### config.mk
export PLATFORM = sky130hd
export DESIGN_NAME = ipc_link_master
export DESIGN_NICKNAME = d
export VERILOG_FILES = /design/src/rtl/ipc_link_pkg.sv /design/src/rtl/ipc_half_tick.sv /design/src/rtl/ipc_byte_shifter.sv /design/src/rtl/ipc_link_fsm.sv /design/src/rtl/ipc_link_master.sv
export SDC_FILE = /design/constraint.sdc
export NUM_CORES = 1
export LEC_CHECK = 0
export BUFFER_PORTS_ARGS = -buffer_cell sky130_fd_sc_hd__buf_2
export CAP_MARGIN = 0
export CORE_AREA = 4 4 82 84
export DETAILED_ROUTE_END_ITERATION = 8
export DIE_AREA = 0 0 86 88
export HOLD_SLACK_MARGIN = 0.15
export MAX_ROUTING_LAYER = met4
export PLACE_DENSITY_LB_ADDON = 0.12
export SKIP_CTS_REPAIR_TIMING = 1
export SLEW_MARGIN = 20
export SYNTH_ARGS = -nofsm -noshare
export SYNTH_HDL_FRONTEND = slang
export SYNTH_SLANG_ARGS = --single-unit
export TNS_END_PERCENT = 1
### constraint.sdc
create_clock -name clk -period 5.5 [get_ports clk]
set_input_delay 0.275 -clock clk [delete_from_list [all_inputs] [get_ports clk]]
set_output_delay 0.275 -clock clk [all_outputs]
set_load 0.005 [all_outputs]
### src/rtl/ipc_link_pkg.sv
package ipc_link_pkg;
    typedef enum logic [2:0] {
        ST_IDLE,
        ST_FETCH,
        ST_LOW,
        ST_HIGH,
        ST_GAP,
        ST_DONE
    } link_state_t;
endpackage

### src/rtl/ipc_half_tick.sv
module ipc_half_tick #(
    parameter int DIV_W = 16
) (
    input  logic             clk,
    input  logic             rst_n,
    input  logic             run,
    input  logic [DIV_W-1:0] div,
    output logic             tick
);
    logic [DIV_W-1:0] cnt_q;
    logic [DIV_W-1:0] div_eff;

    always_comb begin
        div_eff = (div == '0) ? DIV_W'(1) : div;
        tick    = run && (cnt_q == div_eff - DIV_W'(1));
    end

    always_ff @(posedge clk or negedge rst_n) begin
        if (!rst_n)        cnt_q <= '0;
        else if (!run)     cnt_q <= '0;
        else if (tick)     cnt_q <= '0;
        else               cnt_q <= cnt_q + DIV_W'(1);
    end


    half_cnt_bound_chk: assert property (@(posedge clk) disable iff (!rst_n)
        run |-> (cnt_q < div_eff));
endmodule

### src/rtl/ipc_byte_shifter.sv
module ipc_byte_shifter #(
    parameter int BYTE_W = 8
) (
    input  logic              clk,
    input  logic              rst_n,
    input  logic              load_tx,
    input  logic              load_fill,
    input  logic [BYTE_W-1:0] data_in,
    input  logic              sample,
    input  logic              shift,
    input  logic              rxd,
    output logic              txd,
    output logic [BYTE_W-1:0] rx_byte
);
    logic [BYTE_W-1:0] tx_q;
    logic [BYTE_W-1:0] rx_q;

    always_ff @(posedge clk or negedge rst_n) begin
        if (!rst_n)         tx_q <= '1;
        else if (load_tx)   tx_q <= data_in;
        else if (load_fill) tx_q <= '1;
        else if (shift)     tx_q <= {tx_q[BYTE_W-2:0], 1'b1};
    end

    always_ff @(posedge clk or negedge rst_n) begin
        if (!rst_n)      rx_q <= '0;
        else if (sample) rx_q <= {rx_q[BYTE_W-2:0], rxd};
    end

    assign txd     = tx_q[BYTE_W-1];
    assign rx_byte = rx_q;


    load_shift_excl_chk: assert property (@(posedge clk) disable iff (!rst_n)
        load_tx |-> !shift);
endmodule

### src/rtl/ipc_link_fsm.sv
module ipc_link_fsm
    import ipc_link_pkg::*;
#(
    parameter int MSG_LEN = 18,
    parameter int RSP_LEN = 2,
    parameter int BYTE_W  = 8,
    parameter int RIDX_W  = 1
) (
    input  logic              clk,
    input  logic              rst_n,
    input  logic              start,
    input  logic              bulk,
    input  logic              tx_valid,
    input  logic              tx_more,
    input  logic              tick,
    output logic              sck,
    output logic              busy,
    output logic              done,
    output logic              tx_ready,
    output logic              run,
    output logic              load_tx,
    output logic              load_fill,
    output logic              sample,
    output logic              shift,
    output logic              rsp_we,
    output logic              rsp_set,
    output logic              accept,
    output logic [RIDX_W-1:0] rsp_idx
);
    localparam int CNT_W = $clog2(MSG_LEN + 1);
    localparam int BIT_W = $clog2(BYTE_W);

    link_state_t      state_q, state_d;
    logic [BIT_W-1:0] bit_q;
    logic [CNT_W-1:0] byte_q;
    logic             rx_ph_q, bulk_q, more_q, gap_q;
    logic             bit_end, last_byte, to_rx;

    always_comb begin
        bit_end   = (bit_q == BIT_W'(BYTE_W - 1));
        last_byte = rx_ph_q ? (byte_q == CNT_W'(RSP_LEN - 1)) : (bulk_q && !more_q);
        to_rx     = !rx_ph_q && !bulk_q && (byte_q == CNT_W'(MSG_LEN - 1));
    end

    always_ff @(posedge clk or negedge rst_n) begin
        if (!rst_n) state_q <= ST_IDLE;
        else        state_q <= state_d;
    end

    always_comb begin
        state_d = state_q;
        unique case (state_q)
            ST_IDLE:  if (start)    state_d = ST_FETCH;
            ST_FETCH: if (tx_valid) state_d = ST_LOW;
            ST_LOW:   if (tick)     state_d = ST_HIGH;
            ST_HIGH:  if (tick)     state_d = !bit_end ? ST_LOW : (last_byte ? ST_DONE : ST_GAP);
            ST_GAP:   if (tick && gap_q) state_d = (rx_ph_q || to_rx) ? ST_LOW : ST_FETCH;
            ST_DONE:  state_d = ST_IDLE;
            default:  state_d = ST_IDLE;
        endcase
    end

    always_comb begin
        sck = 1'b1; busy = 1'b0; done = 1'b0; tx_ready = 1'b0; run = 1'b0;
        load_tx = 1'b0; load_fill = 1'b0; sample = 1'b0; shift = 1'b0;
        rsp_we = 1'b0; rsp_set = 1'b0; accept = 1'b0;
        unique case (state_q)
            ST_IDLE:  accept = start;
            ST_FETCH: begin busy = 1'b1; tx_ready = 1'b1; load_tx = tx_valid; end
            ST_LOW:   begin sck = 1'b0; busy = 1'b1; run = 1'b1; sample = tick; end
            ST_HIGH:  begin
                busy    = 1'b1;
                run     = 1'b1;
                shift   = tick;
                rsp_we  = tick && bit_end && rx_ph_q;
                rsp_set = tick && bit_end && rx_ph_q && last_byte;
            end
            ST_GAP:   begin
                busy      = 1'b1;
                run       = 1'b1;
                load_fill = tick && gap_q && (rx_ph_q || to_rx);
            end
            ST_DONE:  done = 1'b1;
            default:  ;
        endcase
    end

    always_ff @(posedge clk or negedge rst_n) begin
        if (!rst_n) begin
            bit_q <= '0; byte_q <= '0; rx_ph_q <= 1'b0;
            bulk_q <= 1'b0; more_q <= 1'b0; gap_q <= 1'b0;
        end else begin
            case (state_q)
                ST_IDLE: if (start) begin
                    byte_q <= '0; rx_ph_q <= 1'b0; bulk_q <= bulk; gap_q <= 1'b0;
                end
                ST_FETCH: if (tx_valid) begin
                    more_q <= tx_more; bit_q <= '0;
                end
                ST_HIGH: if (tick) begin
                    if (!bit_end) bit_q <= bit_q + BIT_W'(1);
                    else          gap_q <= 1'b0;
                end
                ST_GAP: if (tick) begin
                    if (!gap_q) gap_q <= 1'b1;
                    else begin
                        bit_q <= '0;
                        if (rx_ph_q)     byte_q <= byte_q + CNT_W'(1);
                        else if (to_rx) begin rx_ph_q <= 1'b1; byte_q <= '0; end
                        else if (!bulk_q) byte_q <= byte_q + CNT_W'(1);
                    end
                end
                default: ;
            endcase
        end
    end

    assign rsp_idx = RIDX_W'(byte_q);


    byte_cnt_bound_chk: assert property (@(posedge clk) disable iff (!rst_n)
        byte_q < CNT_W'(MSG_LEN));

    done_single_chk: assert property (@(posedge clk) disable iff (!rst_n)
        done |=> !done);

    done_not_busy_chk: assert property (@(posedge clk) disable iff (!rst_n)
        done |-> (!busy && sck));

    ready_sck_high_chk: assert property (@(posedge clk) disable iff (!rst_n)
        tx_ready |-> (sck && busy));

    start_busy_hold_chk: assert property (@(posedge clk) disable iff (!rst_n)
        (busy && start && !(state_q == ST_HIGH && tick)) |=> busy);
endmodule

### src/rtl/ipc_link_master.sv
module ipc_link_master #(
    parameter int DIV_W   = 16,
    parameter int BYTE_W  = 8,
    parameter int MSG_LEN = 18,
    parameter int RSP_LEN = 2
) (
    input  logic                      clk,
    input  logic                      rst_n,
    input  logic [DIV_W-1:0]          clk_div,
    input  logic                      start,
    input  logic                      bulk_mode,
    input  logic [BYTE_W-1:0]         tx_data,
    input  logic                      tx_valid,
    input  logic                      tx_more,
    output logic                      tx_ready,
    output logic                      sck,
    output logic                      txd,
    input  logic                      rxd,
    output logic                      busy,
    output logic                      done,
    output logic                      rsp_valid,
    output logic [RSP_LEN*BYTE_W-1:0] rsp_data
);
    localparam int RIDX_W = (RSP_LEN > 1) ? $clog2(RSP_LEN) : 1;

    logic              tick, run, load_tx, load_fill, sample, shift;
    logic              rsp_we, rsp_set, accept;
    logic [RIDX_W-1:0] rsp_idx;
    logic [BYTE_W-1:0] rx_byte;

    ipc_half_tick #(.DIV_W(DIV_W)) u_tick (
        .clk(clk), .rst_n(rst_n), .run(run), .div(clk_div), .tick(tick)
    );

    ipc_byte_shifter #(.BYTE_W(BYTE_W)) u_shift (
        .clk(clk), .rst_n(rst_n), .load_tx(load_tx), .load_fill(load_fill),
        .data_in(tx_data), .sample(sample), .shift(shift), .rxd(rxd),
        .txd(txd), .rx_byte(rx_byte)
    );

    ipc_link_fsm #(
        .MSG_LEN(MSG_LEN), .RSP_LEN(RSP_LEN), .BYTE_W(BYTE_W), .RIDX_W(RIDX_W)
    ) u_fsm (
        .clk(clk), .rst_n(rst_n), .start(start), .bulk(bulk_mode),
        .tx_valid(tx_valid), .tx_more(tx_more), .tick(tick),
        .sck(sck), .busy(busy), .done(done), .tx_ready(tx_ready), .run(run),
        .load_tx(load_tx), .load_fill(load_fill), .sample(sample), .shift(shift),
        .rsp_we(rsp_we), .rsp_set(rsp_set), .accept(accept), .rsp_idx(rsp_idx)
    );

    for (genvar k = 0; k < RSP_LEN; k++) begin : g_rsp
        logic [BYTE_W-1:0] rsp_q;
        always_ff @(posedge clk or negedge rst_n) begin
            if (!rst_n)                                   rsp_q <= '0;
            else if (rsp_we && rsp_idx == RIDX_W'(k))     rsp_q <= rx_byte;
        end
        assign rsp_data[k*BYTE_W +: BYTE_W] = rsp_q;
    end

    always_ff @(posedge clk or negedge rst_n) begin
        if (!rst_n)       rsp_valid <= 1'b0;
        else if (accept)  rsp_valid <= 1'b0;
        else if (rsp_set) rsp_valid <= 1'b1;
    end


    txd_rise_stable_chk: assert property (@(posedge clk) disable iff (!rst_n)
        (sck && !$past(sck)) |-> $stable(txd));

    rsp_hold_chk: assert property (@(posedge clk) disable iff (!rst_n)
        (rsp_valid && $past(rsp_valid)) |-> $stable(rsp_data));
endmodule

# Word-level counts from Yosys, hierarchy flattened
# Cells that the tools add are included.
[word_totals] regBits=64 input_bits=31 out_inout_bits=22 elab_cells=121
[classes] n_mux=53 reduce_logical=31 n_addsub=4 bitwise=1 eq_ne=19
[ops] op="16-bit 2-to-1 mux" n=3
[ops] op="3-bit 2-to-1 mux" n=11
[ops] op="5-bit 2-to-1 mux" n=6
[ops] op="1-bit 2-to-1 mux" n=24
[ops] op="8-bit 2-to-1 mux" n=3
[ops] op="16-bit by 1-bit adder with 16-bit output, second input constant" n=1
[ops] op="16-bit equality test" n=1
[ops] op="16-bit logical NOT" n=1
[ops] op="16-bit by 1-bit subtractor with 16-bit output, second input constant" n=1
[ops] op="3-bit case mux with 5 select lines" n=1
[ops] op="5-bit AND reduction" n=3
[ops] op="2-bit by 1-bit inequality test with 1-bit output, second input constant" n=6
[ops] op="1-bit logical AND" n=11
[ops] op="5-bit case mux with 2 select lines" n=1
[ops] op="3-bit equality test, second input constant" n=3
[ops] op="3-bit case mux with 3 select lines" n=1
[ops] op="3-bit nonzero test" n=3
[ops] op="3-bit by 2-bit equality test with 1-bit output, second input constant" n=2
[ops] op="2-bit inequality test, second input constant" n=3
[ops] op="6-bit AND reduction" n=1
[ops] op="5-bit by 1-bit adder with 5-bit output, second input constant" n=1
[ops] op="5-bit by 1-bit equality test with 1-bit output, second input constant" n=1
[ops] op="5-bit equality test, second input constant" n=1
[ops] op="4-bit by 3-bit inequality test with 1-bit output, second input constant" n=1
[ops] op="14 further kinds" n=18

# Depth between registers and ports, before layout
[logic_depth] depth_word=11 ltp_mapped=15 depth_no_buf=12

# Cells and area by module
# From an unflattened synthesis, not the netlist that was laid out.
[hier_totals] hier_cells=378 hier_area_um2=3931.3
[by_module_without_submodules] module="ipc_half_tick" seq_area_each_um2=400.4 n_inst=1 cells_per_inst=177 area_each_um2=1493.9
[by_module_without_submodules] module="ipc_link_fsm" seq_area_each_um2=375.4 n_inst=1 cells_per_inst=111 area_each_um2=1036.0
[by_module_without_submodules] module="ipc_byte_shifter" seq_area_each_um2=410.4 n_inst=1 cells_per_inst=52 area_each_um2=726.9
[by_module_without_submodules] module="ipc_link_master" seq_area_each_um2=425.4 n_inst=1 cells_per_inst=38 area_each_um2=674.4

# Worst setup path before layout
# Ideal clock, no wire load.
[synth_path] kind="input -> register" start="input port clk_div[5]" end="register u_shift.rx_q[0], in the netlist u_shift.rx_byte[0]" setup_time_ns=0.128 arrival_ns=3.509 required_time_ns=5.372 path_stages=15 path_buffers=3 slack_ns=1.864 path_cell_list="or4_4 buf_6 nor3_1 a21oi_1 ha_1 xnor3_1 nand2_1 a221oi_1 o311ai_1 nor4_4 and2_1 buf_4 nand2b_1 buf_2 mux2_1"
[synth_between] elab_chain_len=6
[synth_rtl] element="start: declaration" line="ipc_link_master.sv:9" text="input logic [DIV_W-1:0] clk_div,"
[synth_rtl] element="16-bit logical NOT" line="ipc_half_tick.sv:14" text="div_eff = (div == '0) ? DIV_W'(1) : div;"
[synth_rtl] element="16-bit 2-to-1 mux *" line="ipc_half_tick.sv:14"
[synth_rtl] element="16-bit by 1-bit subtractor with 16-bit output *" line="ipc_half_tick.sv:15" text="tick = run && (cnt_q == div_eff - DIV_W'(1));"
[synth_rtl] element="16-bit equality test *" line="ipc_half_tick.sv:15"
[synth_rtl] element="1-bit logical AND *" line="ipc_half_tick.sv:15"
[synth_rtl] element="1-bit 2-to-1 mux *" line="ipc_link_fsm.sv:67" text="unique case (state_q)"
[synth_rtl] element="end signal: assignment" line="ipc_byte_shifter.sv:27" text="else if (sample) rx_q <= {rx_q[BYTE_W-2:0], rxd};"
[synth_rtl] element="end: declaration" line="ipc_byte_shifter.sv:16" text="logic [BYTE_W-1:0] rx_q;"
# Mark *: on every way between the ends. The rest lies on a longest branch, timed or not.
# A chain may end at the register's enable or synchronous reset.

# Worst setup path in the final report
[layout_path] start="input port clk_div[1]" end="register u_shift.rx_q[2], in the netlist u_shift.rx_byte[2]"
# Same word-level chain as after synthesis.

==> results_dict.tcl <==
set metrics [dict create \
    critPathCaptureType "register" \
    tightestPinTransition_ns 0.804 \
    synth_xor_area_frac 0.0811 \
    ys_seq_area_frac 0.444 \
    cp_slowest_cell "or4_1" \
    die_x_um 86 \
    p_per_area_nw_per_um2 285 \
    yosysMostFrequentCell "dfrtp_1" \
    synth.area.top_cells "dfrtp_1 39%, mux2_1 5.9%, dfstp_2 5.8%, xor2_1 4.6%, nor2_1 4.5%" \
    crit_arrival_ns 4.12 \
    synth_cell_type_count 59 \
    synth-edff-count 0 \
    io_pins 53 \
    ir_drop_uv 214 \
    cp.required_ns 5.72 \
    post-place-cells 473 \
    grt_pass1_vias 2714 \
    syn2layout_area_growth_pct 15.5 \
    max-slew-margin-rel 0.464 \
    max_stage_delay_ns 0.65 \
    syn-instance-count 358 \
    cts_tree "yes" \
    skew_ns 0.00916 \
    fmax_mhz 256 \
    synth-compound-area-share 0.101 \
    cp.buffers_inverters 1 \
    rows 28 \
    vias_per_cell 5.84 \
    synth-simple-area-share 0.218 \
    cp-start-kind "input port" \
    power.leakage_nw 2.04 \
    instances_no_fill 490 \
    wl_per_cell_um 15.9 \
    path_delay_family "simple AND/OR/NAND/NOR gates" \
    grt_pass1_wl_um 12900 \
    mappedNetlistNets 395 \
    num_vias 2860 \
    yosysTopAreaCellShare 0.386 \
    place_congestion 0.923 \
    synth_top_family_by_area "simple AND/OR/NAND/NOR gates" \
    die-area_um2 7570 \
    period_minus_slack_ns 3.90 \
    start_util 0.612 \
    drt_wl_total_um 7790 \
    drv_slew 0 \
    cts.sinks 64 \
    drt-initial-drc-count 161 \
    netlist_area_um2 3630 \
    first_pass_iters 5 \
    yosysTopAreaCell "dfrtp_1" \
    tns_ns 0 \
    crit_chain "buf_2 -> or4_1 -> nor3_1 -> a21oi_1 -> ha_1 -> xnor3_1 -> nand2_1 -> a221oi_1 -> o311ai_1 -> nor4_4 -> and2_1 -> nand2b_1 -> mux2_1" \
    yosys_warnings 0 \
    cts-htree-levels 3 \
    maxCapViolCount 0 \
    worst_slack_ns 1.60 \
    synth_ff_type "dfrtp_1" \
    hp-class "in2async" \
    numCtsBuffers 9 \
    diodes 0 \
    clk_latency_ns 0.34 \
    antenna_found_initial 0 \
    gr-total-overflow 0 \
    nets 447 \
    outcome "finished clean" \
    layout-drive-gt1-share 0.227 \
    route.detailed.drc 0 \
    final-hold-violation-count 0 \
    synthMuxAreaShare 0.106 \
    yosys-top-cells-count "56 x dfrtp_1, 43 x nor2_1, 21 x nand2_1" \
    startpoint "clk_div[1]" \
    place_ws_ns 1.22 \
    crit_fanout 8 \
    root_buffer "clkbuf_8" \
    rsz0062_at_grt "false" \
    synth_fa_ha_area_frac 0.0207 \
    grt_max_degree 65 \
    fp.dieH_um 88 \
    coreArea_um2 5920 \
    async_flop_share 1.00 \
    r2r_start "u_fsm.state_q[1]$_DFFE_PN0P_" \
    synth_area_per_cell_um2 10.1 \
    place_hpwl_um 5620 \
    timing.final.crit_share 0.710 \
    clk_pin_slew_ns 0.07 \
    port_buffers 52 \
    grt_usage 0.224 \
    ys_seq_elements 64 \
    ant_nets 0 \
    setup_viol 0 \
    cts_buffer_depth 2 \
    path_class "in2reg" \
]
sequential cells by signal (all words and copies together) (netlist names):
signal,cells
u_shift.tx_q,8
u_fsm.bit_q,3
u_fsm.more_q,1
rsp_valid,1
u_fsm.bulk_q,1
u_shift.rx_byte,8
u_tick.cnt_q,16
u_fsm.gap_q,1
u_fsm.byte_q,5
g_rsp.rsp_q,16
u_fsm.rx_ph_q,1
u_fsm.state_q,3
cell usage in the layout (no fill, tap or decap), types with 7 or more instances in the layout:
cell	Yosys	routed
o21ai_0	9	9
nand3_1	20	20
clkbuf_8	0	10
mux2_1	19	19
xor2_1	19	19
dfstp_2	8	8
buf_2	4	52
dfrtp_1	56	56
nand2_1	21	21
xnor2_1	12	12
mux2_2	7	7
mux2i_1	9	9
nor2_1	43	43
a21oi_1	13	13
or3_1	7	7
inv_1	10	10
metal layers:
metal  wire (um)  global-route usage  share of wire
met3         390              0.0367          0.050
met1        3440               0.293           0.44
met5           0                   -              0
met2        3790               0.345           0.49
met4         167              0.0993          0.021
final cells by class:
type | instances | area, um^2
multi-input combinational | 271 | 1910
fill | 456 | 1730
sequential | 64 | 1610
timing repair buffer | 54 | 278
clock buffer | 10 | 138
clock inverter | 6 | 116
tap | 75 | 93.8
inverter | 10 | 37.5
power breakdown:
part           internal, mW  switching, mW  total, mW  leakage [nW]
combinational        0.0653         0.0866      0.152          1.09
clock                 0.316          0.191      0.507         0.127
sequential            0.495         0.0407      0.536         0.820
total                 0.876          0.318       1.19          2.04
cells by family after synthesis:
kind of cell / count (synthesis)
fa+ha+maj: 6
mux: 35
flops: 64
compound gates: 54
simple gates: 144
buf+inv: 23
xor+xnor: 32
metrics by stage:
step / cell area [um^2] / utilization / power, mW / hold WS, ns
floorplan: 3630 / - / 0.635 / -0.0206
global placement: 3920 / 0.663 / 0.689 / 0.469
detailed placement: 3920 / 0.663 / 0.693 / 0.475
CTS: 4180 / 0.705 / 1.20 / 0.138
global route: 4190 / 0.707 / 1.25 / 0.167
finish: 4190 / 0.707 / 1.19 / 0.0986
worst register-to-register path, stage by stage, from the launching register on:
cell      delay [ns]
dfrtp_1         0.48
nor2_1          0.37
nand2_1         0.19
a221oi_1        0.39
o311ai_1        0.23
nor4_4          0.22
and2_1          0.37
nand2b_1        0.31
mux2_1          0.40
final timing paths:
check                                                      end  slack [ns]  cells after the start
worst min-delay path                  u_fsm.bulk_q$_DFFE_PN0P_         0.1                      2
min in group clk                   u_shift.tx_q[5]$_DFFE_PN1P_        0.16                      3
worst max-delay path            u_shift.rx_byte[2]$_DFFE_PN0P_        1.60                     13
worst max register to register  u_shift.rx_byte[2]$_DFFE_PN0P_        2.43                      8
worst min register to register     u_shift.tx_q[0]$_DFFE_PN1P_        0.48                      2
max in group asynchronous        g_rsp[1].rsp_q[2]$_DFFE_PN0P_        4.87                      2
Note: power is estimated with default switching activity, not from simulation.
